File: src/rtl/cfgp_pkg.sv
package cfgp_pkg;
   typedef enum logic {
      SEQ_IDLE = 1'b0,
      SEQ_WAIT = 1'b1
   } seq_state_e;

   localparam int ERR_BIT = 0;
endpackage

File: src/rtl/cfgp_regs.sv
module cfgp_regs #(
   parameter int          ADDR_W    = 12,
   parameter int          DATA_W    = 32,
   parameter logic [11:0] CADDR_OFF = 12'h32C,
   parameter logic [11:0] STAT_OFF  = 12'h334
) (
   input  logic              clk,
   input  logic              rst_n,
   input  logic              lb_sel,
   input  logic              lb_wr,
   input  logic [ADDR_W-1:0] lb_addr,
   input  logic [DATA_W-1:0] lb_wdata,
   input  logic              err_set,
   output logic [DATA_W-1:0] addr_q,
   output logic              err_q,
   output logic [DATA_W-1:0] rd_val
);
   import cfgp_pkg::*;

   localparam logic [ADDR_W-1:0] A_OFF = ADDR_W'(CADDR_OFF);
   localparam logic [ADDR_W-1:0] S_OFF = ADDR_W'(STAT_OFF);

   logic hit_addr, hit_stat;

   assign hit_addr = lb_sel && (lb_addr == A_OFF);
   assign hit_stat = lb_sel && (lb_addr == S_OFF);

   always_ff @(posedge clk or negedge rst_n) begin
      if (!rst_n) begin
         addr_q <= '0;
      end else if (hit_addr && lb_wr) begin
         addr_q <= lb_wdata;
      end
   end

   always_ff @(posedge clk or negedge rst_n) begin
      if (!rst_n) begin
         err_q <= 1'b0;
      end else if (err_set) begin
         err_q <= 1'b1;
      end else if (hit_stat && lb_wr && lb_wdata[ERR_BIT]) begin
         err_q <= 1'b0;
      end
   end

   always_comb begin
      rd_val = '0;
      if (hit_addr) begin
         rd_val = addr_q;
      end else if (hit_stat) begin
         rd_val[ERR_BIT] = err_q;
      end
   end
endmodule

File: src/rtl/cfgp_seq.sv
module cfgp_seq #(
   parameter int DATA_W = 32,
   parameter int TAG_W  = 4
) (
   input  logic              clk,
   input  logic              rst_n,
   input  logic              acc,
   input  logic              acc_wr,
   input  logic [DATA_W-1:0] acc_wdata,
   input  logic [DATA_W-1:0] addr_q,
   output logic              rq_valid,
   input  logic              rq_ready,
   output logic              rq_write,
   output logic [DATA_W-1:0] rq_addr,
   output logic [DATA_W-1:0] rq_data,
   output logic [TAG_W-1:0]  rq_tag,
   input  logic              cq_valid,
   output logic              cq_pop,
   input  logic [TAG_W-1:0]  cq_tag,
   input  logic              cq_ok,
   input  logic [DATA_W-1:0] cq_data,
   output logic              done,
   output logic [DATA_W-1:0] rdata,
   output logic              err_set
);
   import cfgp_pkg::*;

   seq_state_e       state_q;
   logic             pend_rd_q;
   logic [TAG_W-1:0] tag_q;
   logic             accept, waiting, match;

   assign waiting  = (state_q == SEQ_WAIT);
   assign rq_valid = !waiting && acc;
   assign rq_write = acc_wr;
   assign rq_addr  = addr_q;
   assign rq_data  = acc_wdata;
   assign rq_tag   = tag_q;
   assign accept   = rq_valid && rq_ready;

   assign cq_pop   = waiting && cq_valid;
   assign match    = cq_pop && (cq_tag == tag_q);

   assign done     = (accept && acc_wr) || (match && pend_rd_q);
   assign rdata    = cq_ok ? cq_data : '1;
   assign err_set  = match && !cq_ok;

   always_ff @(posedge clk or negedge rst_n) begin
      if (!rst_n) begin
         state_q   <= SEQ_IDLE;
         pend_rd_q <= 1'b0;
         tag_q     <= '0;
      end else begin
         case (state_q)
            SEQ_IDLE: if (accept) begin
               state_q   <= SEQ_WAIT;
               pend_rd_q <= !acc_wr;
            end
            SEQ_WAIT: if (match) begin
               state_q   <= SEQ_IDLE;
               pend_rd_q <= 1'b0;
               tag_q     <= tag_q + 1'b1;
            end
            default: state_q <= SEQ_IDLE;
         endcase
      end
   end
endmodule

File: src/rtl/cfgp_link_view.sv
module cfgp_link_view #(
   parameter int          ADDR_W    = 12,
   parameter int          DATA_W    = 32,
   parameter logic [11:0] CADDR_OFF = 12'h32C,
   parameter bit          SHOW_ADDR = 1'b1
) (
   input  logic [ADDR_W-1:0] lk_addr,
   input  logic [DATA_W-1:0] addr_q,
   output logic [DATA_W-1:0] lk_rdata
);
   localparam logic [ADDR_W-1:0] A_OFF = ADDR_W'(CADDR_OFF);

   generate
      if (SHOW_ADDR) begin : g_show
         assign lk_rdata = (lk_addr == A_OFF) ? addr_q : '0;
      end else begin : g_hide
         logic unused_view;
         assign unused_view = ^{lk_addr, addr_q};
         assign lk_rdata    = '0;
      end
   endgenerate
endmodule

File: src/rtl/cfg_window_port.sv
module cfg_window_port #(
   parameter int          ADDR_W    = 12,
   parameter int          DATA_W    = 32,
   parameter int          TAG_W     = 4,
   parameter logic [11:0] CADDR_OFF = 12'h32C,
   parameter logic [11:0] DATA_OFF  = 12'h330,
   parameter logic [11:0] STAT_OFF  = 12'h334,
   parameter bit          LINK_SHOW_ADDR = 1'b1
) (
   input  logic              clk,
   input  logic              rst_n,
   input  logic              lb_sel,
   input  logic              lb_wr,
   input  logic [ADDR_W-1:0] lb_addr,
   input  logic [DATA_W-1:0] lb_wdata,
   output logic              lb_ready,
   output logic [DATA_W-1:0] lb_rdata,
   output logic              rq_valid,
   input  logic              rq_ready,
   output logic              rq_write,
   output logic [DATA_W-1:0] rq_addr,
   output logic [DATA_W-1:0] rq_data,
   output logic [TAG_W-1:0]  rq_tag,
   input  logic              cq_valid,
   output logic              cq_pop,
   input  logic [TAG_W-1:0]  cq_tag,
   input  logic              cq_ok,
   input  logic [DATA_W-1:0] cq_data,
   input  logic [ADDR_W-1:0] lk_addr,
   output logic [DATA_W-1:0] lk_rdata
);
   localparam logic [ADDR_W-1:0] D_OFF = ADDR_W'(DATA_OFF);

   generate
      if (DATA_W < 8) begin : g_bad_width
         $error("cfg_window_port: DATA_W must be at least 8");
      end
      if (TAG_W < 1 || TAG_W > 16) begin : g_bad_tag
         $error("cfg_window_port: TAG_W must be 1..16");
      end
      if (ADDR_W < 12) begin : g_bad_addr
         $error("cfg_window_port: ADDR_W must cover the register offsets");
      end
      if (CADDR_OFF == DATA_OFF || CADDR_OFF == STAT_OFF || DATA_OFF == STAT_OFF) begin : g_bad_map
         $error("cfg_window_port: register offsets must be distinct");
      end
   endgenerate

   logic              data_hit;
   logic [DATA_W-1:0] addr_q, reg_rd, seq_rdata;
   logic              err_q, err_set, seq_done;

   assign data_hit = lb_sel && (lb_addr == D_OFF);

   cfgp_regs #(
      .ADDR_W(ADDR_W), .DATA_W(DATA_W),
      .CADDR_OFF(CADDR_OFF), .STAT_OFF(STAT_OFF)
   ) u_regs (
      .clk(clk), .rst_n(rst_n),
      .lb_sel(lb_sel), .lb_wr(lb_wr), .lb_addr(lb_addr), .lb_wdata(lb_wdata),
      .err_set(err_set), .addr_q(addr_q), .err_q(err_q), .rd_val(reg_rd)
   );

   cfgp_seq #(.DATA_W(DATA_W), .TAG_W(TAG_W)) u_seq (
      .clk(clk), .rst_n(rst_n),
      .acc(data_hit), .acc_wr(lb_wr), .acc_wdata(lb_wdata), .addr_q(addr_q),
      .rq_valid(rq_valid), .rq_ready(rq_ready), .rq_write(rq_write),
      .rq_addr(rq_addr), .rq_data(rq_data), .rq_tag(rq_tag),
      .cq_valid(cq_valid), .cq_pop(cq_pop), .cq_tag(cq_tag), .cq_ok(cq_ok),
      .cq_data(cq_data), .done(seq_done), .rdata(seq_rdata), .err_set(err_set)
   );

   cfgp_link_view #(
      .ADDR_W(ADDR_W), .DATA_W(DATA_W),
      .CADDR_OFF(CADDR_OFF), .SHOW_ADDR(LINK_SHOW_ADDR)
   ) u_link (
      .lk_addr(lk_addr), .addr_q(addr_q), .lk_rdata(lk_rdata)
   );

   logic unused_err;
   assign unused_err = err_q;

   assign lb_ready = lb_sel && (data_hit ? seq_done : 1'b1);
   assign lb_rdata = data_hit ? seq_rdata : reg_rd;
endmodule

File: config.mk
export PLATFORM = sky130hd
export DESIGN_NAME = cfg_window_port
export DESIGN_NICKNAME = d
export VERILOG_FILES = /design/src/rtl/cfgp_pkg.sv /design/src/rtl/cfgp_regs.sv /design/src/rtl/cfgp_seq.sv /design/src/rtl/cfgp_link_view.sv /design/src/rtl/cfg_window_port.sv
export SDC_FILE = /design/constraint.sdc
export NUM_CORES = 1
export LEC_CHECK = 0
export BUFFER_PORTS_ARGS = -buffer_cell sky130_fd_sc_hd__buf_2
export CORE_AREA = 2 2 90 92
export CTS_CLUSTER_DIAMETER = 60
export CTS_CLUSTER_SIZE = 30
export DETAILED_ROUTE_END_ITERATION = 16
export DIE_AREA = 0 0 92 94
export PLACE_DENSITY = 0.77
export SLEW_MARGIN = 10
export SYNTH_ARGS = -nofsm -noshare
export SYNTH_HDL_FRONTEND = slang
export SYNTH_SLANG_ARGS = --single-unit
File: constraint.sdc
create_clock -name clk -period 2.4 [get_ports clk]
set_input_delay 0.12 -clock clk [delete_from_list [all_inputs] [get_ports clk]]
set_output_delay 0.12 -clock clk [all_outputs]
set_load 0.02 [all_outputs]
# Word level (Yosys, flattened, before mapping)
# Cells that the tools add are included.
dict set report totals {
  reg_bits 39
  in_bits 99
  output_inout_bits 136
  wordCells 50
}
dict set report classes {
  addsub 1
  eq_ne 7
  muxes 15
  n_bitwise 1
  reduce_logical 21
}
# op n
set ops {}
lappend ops {{32-bit two-way mux} 3}
lappend ops {{12-bit by 10-bit equality test with 1-bit output (second input constant)} 4}
lappend ops {{31-bit two-way mux} 1}
lappend ops {{1-bit logical AND} 14}
lappend ops {{1-bit two-way mux} 9}
lappend ops {{4-bit by 1-bit adder with 4-bit output (second input constant)} 1}
lappend ops {{4-bit equality test} 1}
lappend ops {{1-bit one-hot mux with 2 select lines} 2}
lappend ops {{2-bit AND reduction} 2}
lappend ops {{1-bit zero test} 3}
lappend ops {{2-bit by 1-bit inequality test with 1-bit output (second input constant)} 1}
lappend ops {{2-bit inequality test (second input constant)} 1}
lappend ops {{2-bit nonzero test} 1}
lappend ops {{1-bit logical OR} 1}
lappend ops {{1-bit inverter} 1}

# Logic depth before layout (Yosys ltp)
# Gate-level depths: netlist of the first run.
dict set report depth {
  depth_word 8
  mapped_depth 5
  mapped_depth_nobuf 4
}

# By module
# A second synthesis of the first run with hierarchy kept.
dict set report unflattened {
  hier_cells 375
  area_unflattened_um2 4053.9
}
# mod instances cells_per_inst area_each_um2 seq_area_each_um2
set modules_own_cells {}
lappend modules_own_cells {cfgp_regs 1 118 1544.0 825.8}
lappend modules_own_cells {cfgp_seq 1 129 1052.3 150.1}
lappend modules_own_cells {cfgp_link_view 1 86 884.6 0.0}
lappend modules_own_cells {cfg_window_port 1 42 573.0 0.0}

# Least setup slack after synthesis of the first run
# No wires, ideal clock.
dict set report synth_timing {
  path_type {reg-to-output}
  from {reg u_seq.tag_q[0] (netlist: u_seq.rq_tag[0])}
  to {out lb_ready}
  arrival_time_ps 1607
  t_required_ps 2280
  setup_slack_ps 673
  stages_incl_launch_ff 5
  n_path_buf 0
  cell_sequence {dfrtp_1 > xor2_1 > nor3_1 > nand4_1 > a31oi_1}
}
dict set report synth_via {
  elab_chain_cells 6
}
# element line_no
set synth_rtl {}
lappend synth_rtl {{start, declared} cfgp_seq.sv:30} ;# logic [TAG_W-1:0] tag_q;
lappend synth_rtl {{start signal, assigned} cfgp_seq.sv:62} ;# tag_q <= tag_q + 1'b1;
lappend synth_rtl {{4-bit equality test} cfgp_seq.sv:42} ;# assign match = cq_pop && (cq_tag == tag_q);
lappend synth_rtl {{1-bit logical AND} cfgp_seq.sv:42}
lappend synth_rtl {{1-bit logical AND} cfgp_seq.sv:44} ;# assign done = (accept && acc_wr) || (match && pend_rd_q);
lappend synth_rtl {{1-bit logical OR} cfgp_seq.sv:44}
lappend synth_rtl {{1-bit two-way mux} cfg_window_port.sv:83} ;# assign lb_ready = lb_sel && (data_hit ? seq_done : 1'b1);
lappend synth_rtl {{1-bit logical AND} cfg_window_port.sv:83}
lappend synth_rtl {{end, declared} cfg_window_port.sv:16} ;# output logic lb_ready,
# Every way passes these cells.

# Worst setup path after layout of the first run
# Ends and elaborated chain as after synthesis.

==> flow_metrics.py, run 1 <==
metrics = {
    "synth": {
        "synth_nets": 398,
        "ys.warnings.count": 0,
        "synth_area_leader_cell": "dfrtp_1",
        "syn_inst": 298,
        "yosysTopAreaCellShare_pct": 34.6,
        "netlist_area_um2": 2820,
        "synth_area_leaders": "dfrtp_1, mux2_4, buf_4",
        "synth_seq_area_share_pct": 34.6,
        "ys_ff_latch": 39,
        "synth.avg_cell_area_um2": 9.47,
        "synth.distinct_cells": 34,
    },
    "timing": {
        "finalSetupTns_ns": 0,
        "finalSetupViolCount": 0,
        "fmax_mhz": 506,
        "min_period_ns": 1.98,
        "hold_violations": 0,
        "worstMarginPinSlew_ns": 0.893,
        "grt_setup_unrepaired": "false",
        "maxSlewViolCount": 0,
        "fin_crit_sh_pct": 82.4,
        "timing.slew.headroom_pct": 40.5,
        "fin_worst_skew_ns": 0.000243,
    },
    "pwr": {
        "ir_worst_vdd_uv": 182,
        "pwr-share-comb_pct": 17.3,
        "sw_frac_of_total_pct": 26.4,
        "seq_power_share_pct": 50.3,
        "p_switching_mw": 0.346,
        "leakage_nw": 2.38,
        "power.internal_mw": 0.965,
        "p_per_area_nw_per_um2": 333,
        "p_clk_share_pct": 32.3,
    },
    "cells_and_area": {
        "postLayoutCellArea_um2": 3940,
        "diodes": 0,
        "nets": 598,
        "fillCellCount": 779,
        "layout.cells.non_filler": 601,
        "multiInputGateArea_um2": 1500,
        "drive_above_1_share_pct": 57.1,
        "seq_area_um2": 976,
        "area_growth_pct": 39.5,
        "most-common-layout-cells": "buf_2, dfrtp_1, and2_1, nor2b_1, o21ai_0",
        "layout_commonest_cell": "buf_2",
    },
    "clock_network": {
        "cts.clk_slew.worst_paths_ns": 0.08,
        "post-cts-setup-buffers": 0,
        "clock_sinks": 39,
        "clkLatencyLatePin_ns": 0.29,
        "cts_tree": "done",
        "clockRootBuffer": "clkbuf_8",
        "cts_resized": 0,
        "cts_htree_levels": 2,
        "cts_buffers": 5,
        "clockBufferDepth": 2,
    },
    "floorplanning": {
        "rows": 32,
        "die_w_um": 92,
        "die_area_um2": 8650,
        "core_area_um2": 7610,
        "die_h_um": 94,
        "initial_core_util_pct": 37.1,
        "io_pins": 235,
    },
    "hold_path": {
        "hold_depth": 2,
        "hp-class": "input port to register",
    },
    "place": {
        "placed_cells": 592,
        "placed_area_um2": 3850,
        "dpl.hpwl_mm": 6.85,
        "gpl.final_weighted_congestion": 0.810,
        "numPortBuffers": 234,
    },
    "critical_path": {
        "crit_fanout": 5,
        "critPathRequiredTime_ns": 2.28,
        "end_kind": "output port",
        "arrival_ns": 1.86,
        "start_kind": "register",
        "path_class": "register to output port",
        "reg2reg_depth": 4,
    },
    "job": {
        "cap_violations": 0,
    },
    "route": {
        "drt-initial-drc-count": 127,
        "vias_per_cell": 4.71,
        "dr.pass1.iters": 4,
        "wl_per_cell_um": 14.5,
        "via_count": 2833,
        "wirelength_mm": 8.70,
        "antenna_left": 0,
        "drc_errors": 0,
    },
    "global_routing": {
        "grt_pass1_wl_mm": 13.4,
        "grt_pass1_vias": 2724,
        "grt_usage_pct": 19.4,
        "gr-total-overflow": 0,
        "antenna_found_initial": 0,
        "grt_max_degree": 40,
    },
    "status": {
        "outcome": "complete, no violations",
    },
}
==> what timing repair did <==
item                                    in CTS  in global routing
endpoints found under the setup margin       0                  0
endpoints found under the hold margin       39                  0
hold buffers                                 1                  0
==> metal layers <==
metal / global-route usage (%) / share of wire, % / up-vias
li1: - / - / 1357
met1: 22.3 / 38 / 1318
met2: 36.0 / 53 / 145
met3: 4.41 / 7.6 / 13
met4: 5.60 / 1.5 / 0
met5: 0 / 0 / -
==> Yosys cell counts <==
| cell type | n |
|---|---|
| nor4b_1 | 2 |
| o31ai_1 | 1 |
| inv_1 | 5 |
| xor2_1 | 3 |
| nand2_1 | 31 |
| a311oi_1 | 1 |
| nor4_4 | 1 |
| o22a_1 | 1 |
| clkbuf_1 | 13 |
| buf_4 | 33 |
| nand3b_1 | 1 |
| buf_6 | 3 |
| o2bb2ai_1 | 1 |
| or2_2 | 1 |
| nand4bb_1 | 3 |
| nand2b_1 | 2 |
| nand3_1 | 3 |
| a31oi_1 | 2 |
| or2_1 | 1 |
| o21ai_0 | 32 |
| ha_1 | 1 |
| xnor2_1 | 4 |
| nor2b_1 | 32 |
| mux2_4 | 30 |
| and3_1 | 2 |
| nor4_1 | 1 |
| nor3_1 | 2 |
| or3_1 | 1 |
| nor2_1 | 5 |
| and2_1 | 32 |
| nand4_1 | 4 |
| dfrtp_1 | 39 |
| nand2_2 | 1 |
| mux2_2 | 4 |
==> worst paths after layout <==
kind                       slack [ns]                         from                            end
max                              0.42  u_seq.rq_tag[0]$_DFFE_PN0P_                       lb_ready
min                              0.07                 lb_wdata[14]  u_regs.addr_q[14]$_DFFE_PN0P_
max reg2reg                      0.62  u_seq.rq_tag[0]$_DFFE_PN0P_    u_seq.rq_tag[1]$_DFFE_PN0P_
min reg2reg                      0.52     u_regs.err_q$_DFFE_PN0P_       u_regs.err_q$_DFFE_PN0P_
max in group asynchronous        1.34                        rst_n   u_regs.addr_q[8]$_DFFE_PN0P_
min in group asynchronous        0.49                        rst_n  u_regs.addr_q[26]$_DFFE_PN0P_
==> through the flow <==
step / hold slack, ns / worst slack, ns / total power, mW / utilization [%]
global placement: 0.274 / 0.705 / 0.894 / 50.6
global route: 0.0590 / 0.273 / 1.39 / 51.8
detailed placement: 0.289 / 0.636 / 0.899 / 50.6
floorplan: -0.176 / 0.673 / 0.798 / -
finish: 0.0729 / 0.424 / 1.31 / 51.8
CTS: 0.0586 / 0.418 / 1.34 / 51.8
==> power groups by stage <==
stage,logic (mW),registers (mW),clock network (mW)
after floorplan,0.124,0.674,0
after global placement,0.222,0.673,0
after detailed placement,0.227,0.673,0
after CTS,0.229,0.660,0.452
after global routing,0.247,0.660,0.482
final,0.227,0.660,0.424
==> sequential cells by signal (all words and copies together) (netlist names) <==
register / flops
u_seq.pend_rd_q: 1
u_regs.addr_q: 32
u_seq.rq_tag: 4
u_regs.err_q: 1
u_seq.state_q: 1
==> logic make-up (layout without fill, tap and decap cells) <==
kind of cell	Yosys count	in the layout	share of synthesized area, %
xor+xnor	7	7	2.17
simple gates	125	125	25.6
mux	34	34	17.6
compound gates	38	38	7.31
flops	39	39	34.6
fa+ha+maj	1	1	0.443
buf+inv	54	255	12.4
==> worst max-delay path: stages (launching register included) <==
cell and delay [ns]:
dfrtp_1 0.45, xor2_1 0.18, nor3_1 0.43, nand4_1 0.14
a31oi_1 0.19, buf_2 0.19
==> cell type report <==
type                    instances  share of cell area [%]
clock buffers                   7                    1.94
clock inverters                 1                   0.127
inverters                       5                   0.477
multi-input cells             205                    38.1
flip-flops and latches         39                    24.8
well taps                     102                    3.24
repair buffers                242                    31.3
No activity file was read; power rests on OpenSTA's default activity.
==> inputs of run 2 (changes only) <==
--- a/config.mk
+++ b/config.mk
@@ -6,11 +6,11 @@
 export NUM_CORES = 1
 export LEC_CHECK = 0
 export BUFFER_PORTS_ARGS = -buffer_cell sky130_fd_sc_hd__buf_2
-export CORE_AREA = 2 2 90 92
+export CORE_AREA = 2 2 92 94
 export CTS_CLUSTER_DIAMETER = 60
 export CTS_CLUSTER_SIZE = 30
 export DETAILED_ROUTE_END_ITERATION = 16
-export DIE_AREA = 0 0 92 94
+export DIE_AREA = 0 0 94 96
 export PLACE_DENSITY = 0.77
 export SLEW_MARGIN = 10
 export SYNTH_ARGS = -nofsm -noshare
==> constraint.sdc (replaced) <==
create_clock -name clk -period 1.6 [get_ports clk]
set_input_delay 0.08 -clock clk [delete_from_list [all_inputs] [get_ports clk]]
set_output_delay 0.08 -clock clk [all_outputs]
set_load 0.02 [all_outputs]
==> run 2 against run 1 <==
Compared with the run above:
- the run now ends with setup timing left
- flip-flop and latch count stayed put
- via count is 4.0% higher
- die area is 4.3% higher
- design area is 12% higher
- register-to-register slack worse by 0.63 ns
- critical endpoint unchanged
- largest cell class unchanged
- largest power group unchanged
- highest routed layer unchanged
==> flow_metrics.py, run 2 (synthesis gave the netlist of run 1 again) <==
metrics = {
    "status": {
        "outcome": "finished with violations",
        "violations": "setup timing",
    },
    "cells_and_area": {
        "area_growth_pct": 56.2,
        "drive_above_1_share_pct": 65.6,
        "most-common-layout-cells": "buf_2, buf_4, dfrtp_1",
        "largest_reg_flops": 32,
        "fillCellCount": 770,
        "postLayoutCellArea_um2": 4410,
        "nets": 614,
        "fin_util_pct": 54.8,
        "layout_commonest_cell": "buf_2",
        "diodes": 0,
        "top_register": "u_regs.addr_q",
    },
    "pwr": {
        "ir_worst_vdd_uv": 300,
        "p_switching_mw": 0.547,
        "sw_frac_of_total_pct": 26.0,
        "p_clk_share_pct": 34.9,
        "power.internal_mw": 1.56,
        "pwr-share-comb_pct": 18.0,
        "seq_power_share_pct": 47.1,
        "leakage_nw": 2.56,
        "p_per_area_nw_per_um2": 477,
    },
    "clock_network": {
        "cts.clk_slew.worst_paths_ns": 0.07,
        "cts_tree": "done",
        "clock_sinks": 39,
        "clockBufferDepth": 2,
        "cts_buffers": 5,
        "clkLatencyLatePin_ns": 0.28,
        "cts_htree_levels": 2,
        "clockRootBuffer": "clkbuf_8",
    },
    "timing": {
        "maxSlewViolCount": 0,
        "fin_crit_sh_pct": 102,
        "min_period_ns": 1.63,
        "worstMarginPinSlew_ns": 0.566,
        "hold_violations": 0,
        "fin_worst_skew_ns": 0.000419,
        "finalSetupViolCount": 2,
        "fmax_mhz": 615,
        "grt_setup_unrepaired": "true",
        "timing.final.ws_setup_ns": -0.0254,
        "timing.slew.headroom_pct": 62.2,
        "hold_ws_ns": 0.0348,
    },
    "global_routing": {
        "grt_pass1_vias": 2739,
        "grt_pass1_wl_mm": 13.1,
        "grt_usage_pct": 18.7,
        "antenna_found_initial": 0,
        "grt_max_degree": 34,
        "gr-total-overflow": 0,
    },
    "route": {
        "wl_per_cell_um": 15.4,
        "drc_errors": 0,
        "dr.pass1.iters": 4,
        "vias_per_cell": 4.75,
        "via_count": 2945,
        "wirelength_mm": 9.53,
        "drt-initial-drc-count": 63,
        "antenna_left": 0,
    },
    "critical_path": {
        "path_class": "register to output port",
        "crit_fanout": 2,
        "path_cells": "xor2_1 -> nor3_2 -> nand4_1 -> a31oi_2 -> buf_4",
        "r2r-start": "u_seq.rq_tag[2]$_DFFE_PN0P_",
        "crit_start": "u_seq.rq_tag[1]$_DFFE_PN0P_",
        "end_kind": "output port",
        "critPathRequiredTime_ns": 1.52,
        "start_kind": "register",
        "arrival_ns": 1.55,
        "max_stage_delay_ns": 0.39,
        "reg2reg_slack_ns": -0.01,
        "crit_slowest_cell": "dfrtp_1",
    },
    "floorplanning": {
        "rows": 33,
        "core_area_um2": 8050,
        "initial_core_util_pct": 35.1,
        "die_w_um": 94,
        "die_area_um2": 9020,
        "die_h_um": 96,
        "io_pins": 235,
    },
    "place": {
        "gpl.final_weighted_congestion": 0.786,
        "placed_area_um2": 3950,
        "dpl.hpwl_mm": 7.15,
        "numPortBuffers": 234,
    },
    "hold_path": {
        "hp-start": "lb_wdata[21]",
        "hp-class": "input port to register",
    },
    "job": {
        "cap_violations": 0,
    },
}
-- run 2: changes by cell type in the layout (fill, tap and decap cells not counted), sizes merged --
cell,before,now
clkbuf,7,9
buf,241,256
clkinv,1,0
-- run 2: path summary, 6_finish.rpt --
| path | endpoint | cells past startpoint |
|---|---|---|
| setup / recovery | lb_ready | 5 |
| hold / removal | u_regs.addr_q[21]$_DFFE_PN0P_ | 2 |
| setup reg to reg | u_seq.rq_tag[1]$_DFFE_PN0P_ | 7 |
| hold reg to reg | u_seq.state_q$_DFF_PN0_ | 1 |
| max in group asynchronous | u_regs.addr_q[28]$_DFFE_PN0P_ | 3 |
| min in group asynchronous | u_regs.addr_q[3]$_DFFE_PN0P_ | 2 |
-- run 2: power groups by stage --
stage          registers, mW  logic, mW  clock network (mW)
5_1_grt                0.990      0.410               0.802
2_1_floorplan           1.01      0.188                   0
4_1_cts                0.989      0.363               0.766
6_report               0.990      0.379               0.734
3_5_place_dp            1.01      0.355                   0
3_3_place_gp            1.01      0.345                   0
-- run 2: per-stage QoR --
step / TNS, ns / cells / power (mW) / setup WS (ns)
detailed placement: -2.98 / 603 / 1.36 / -0.0964
global route: -0.389 / 620 / 2.20 / -0.113
floorplan: 0 / 298 / 1.20 / 0.0422
finish: -0.0399 / 620 / 2.10 / -0.0254
CTS: -0.0572 / 617 / 2.12 / -0.0572
global placement: -2.65 / 603 / 1.35 / -0.0869
-- run 2: cell type report --
type / instances / area (µm²) / area share, %
Multi-Input combinational cell: 205 / 1650 / 37.5
Clock buffer: 8 / 100 / 2.27
Sequential cell: 39 / 976 / 22.1
Inverter: 5 / 18.8 / 0.426
Tap cell: 105 / 131 / 2.98
Timing Repair Buffer: 258 / 1530 / 34.7
-- run 2: what timing repair did --
| item | in CTS | in global routing |
|---|---|---|
| setup endpoints to repair | 26 | 85 |
| resized for setup | 4 | 109 |
| pin swaps | 6 | 13 |
| setup buffers | 4 | 3 |
| hold buffers | 1 | 0 |
| cloned | 1 | 1 |
| endpoints found under the hold margin | 17 | 0 |
-- run 2: worst max-delay path: cells and delay by family (launching register included) --
| kind | cells | cell delay, ns |
|---|---|---|
| flops | 1 | 0.39 |
| simple gates | 2 | 0.34 |
| xor+xnor | 1 | 0.16 |
| compound gates | 1 | 0.20 |
| buf+inv | 1 | 0.17 |
-- run 2: layer usage --
metal	vias to the layer above	part of all wire [%]	global-route usage (%)
li1	1391	-	-
met1	1403	38	21.6
met2	141	54	35.8
met3	10	6.3	3.29
met4	0	1.2	4.35
met5	-	0	0
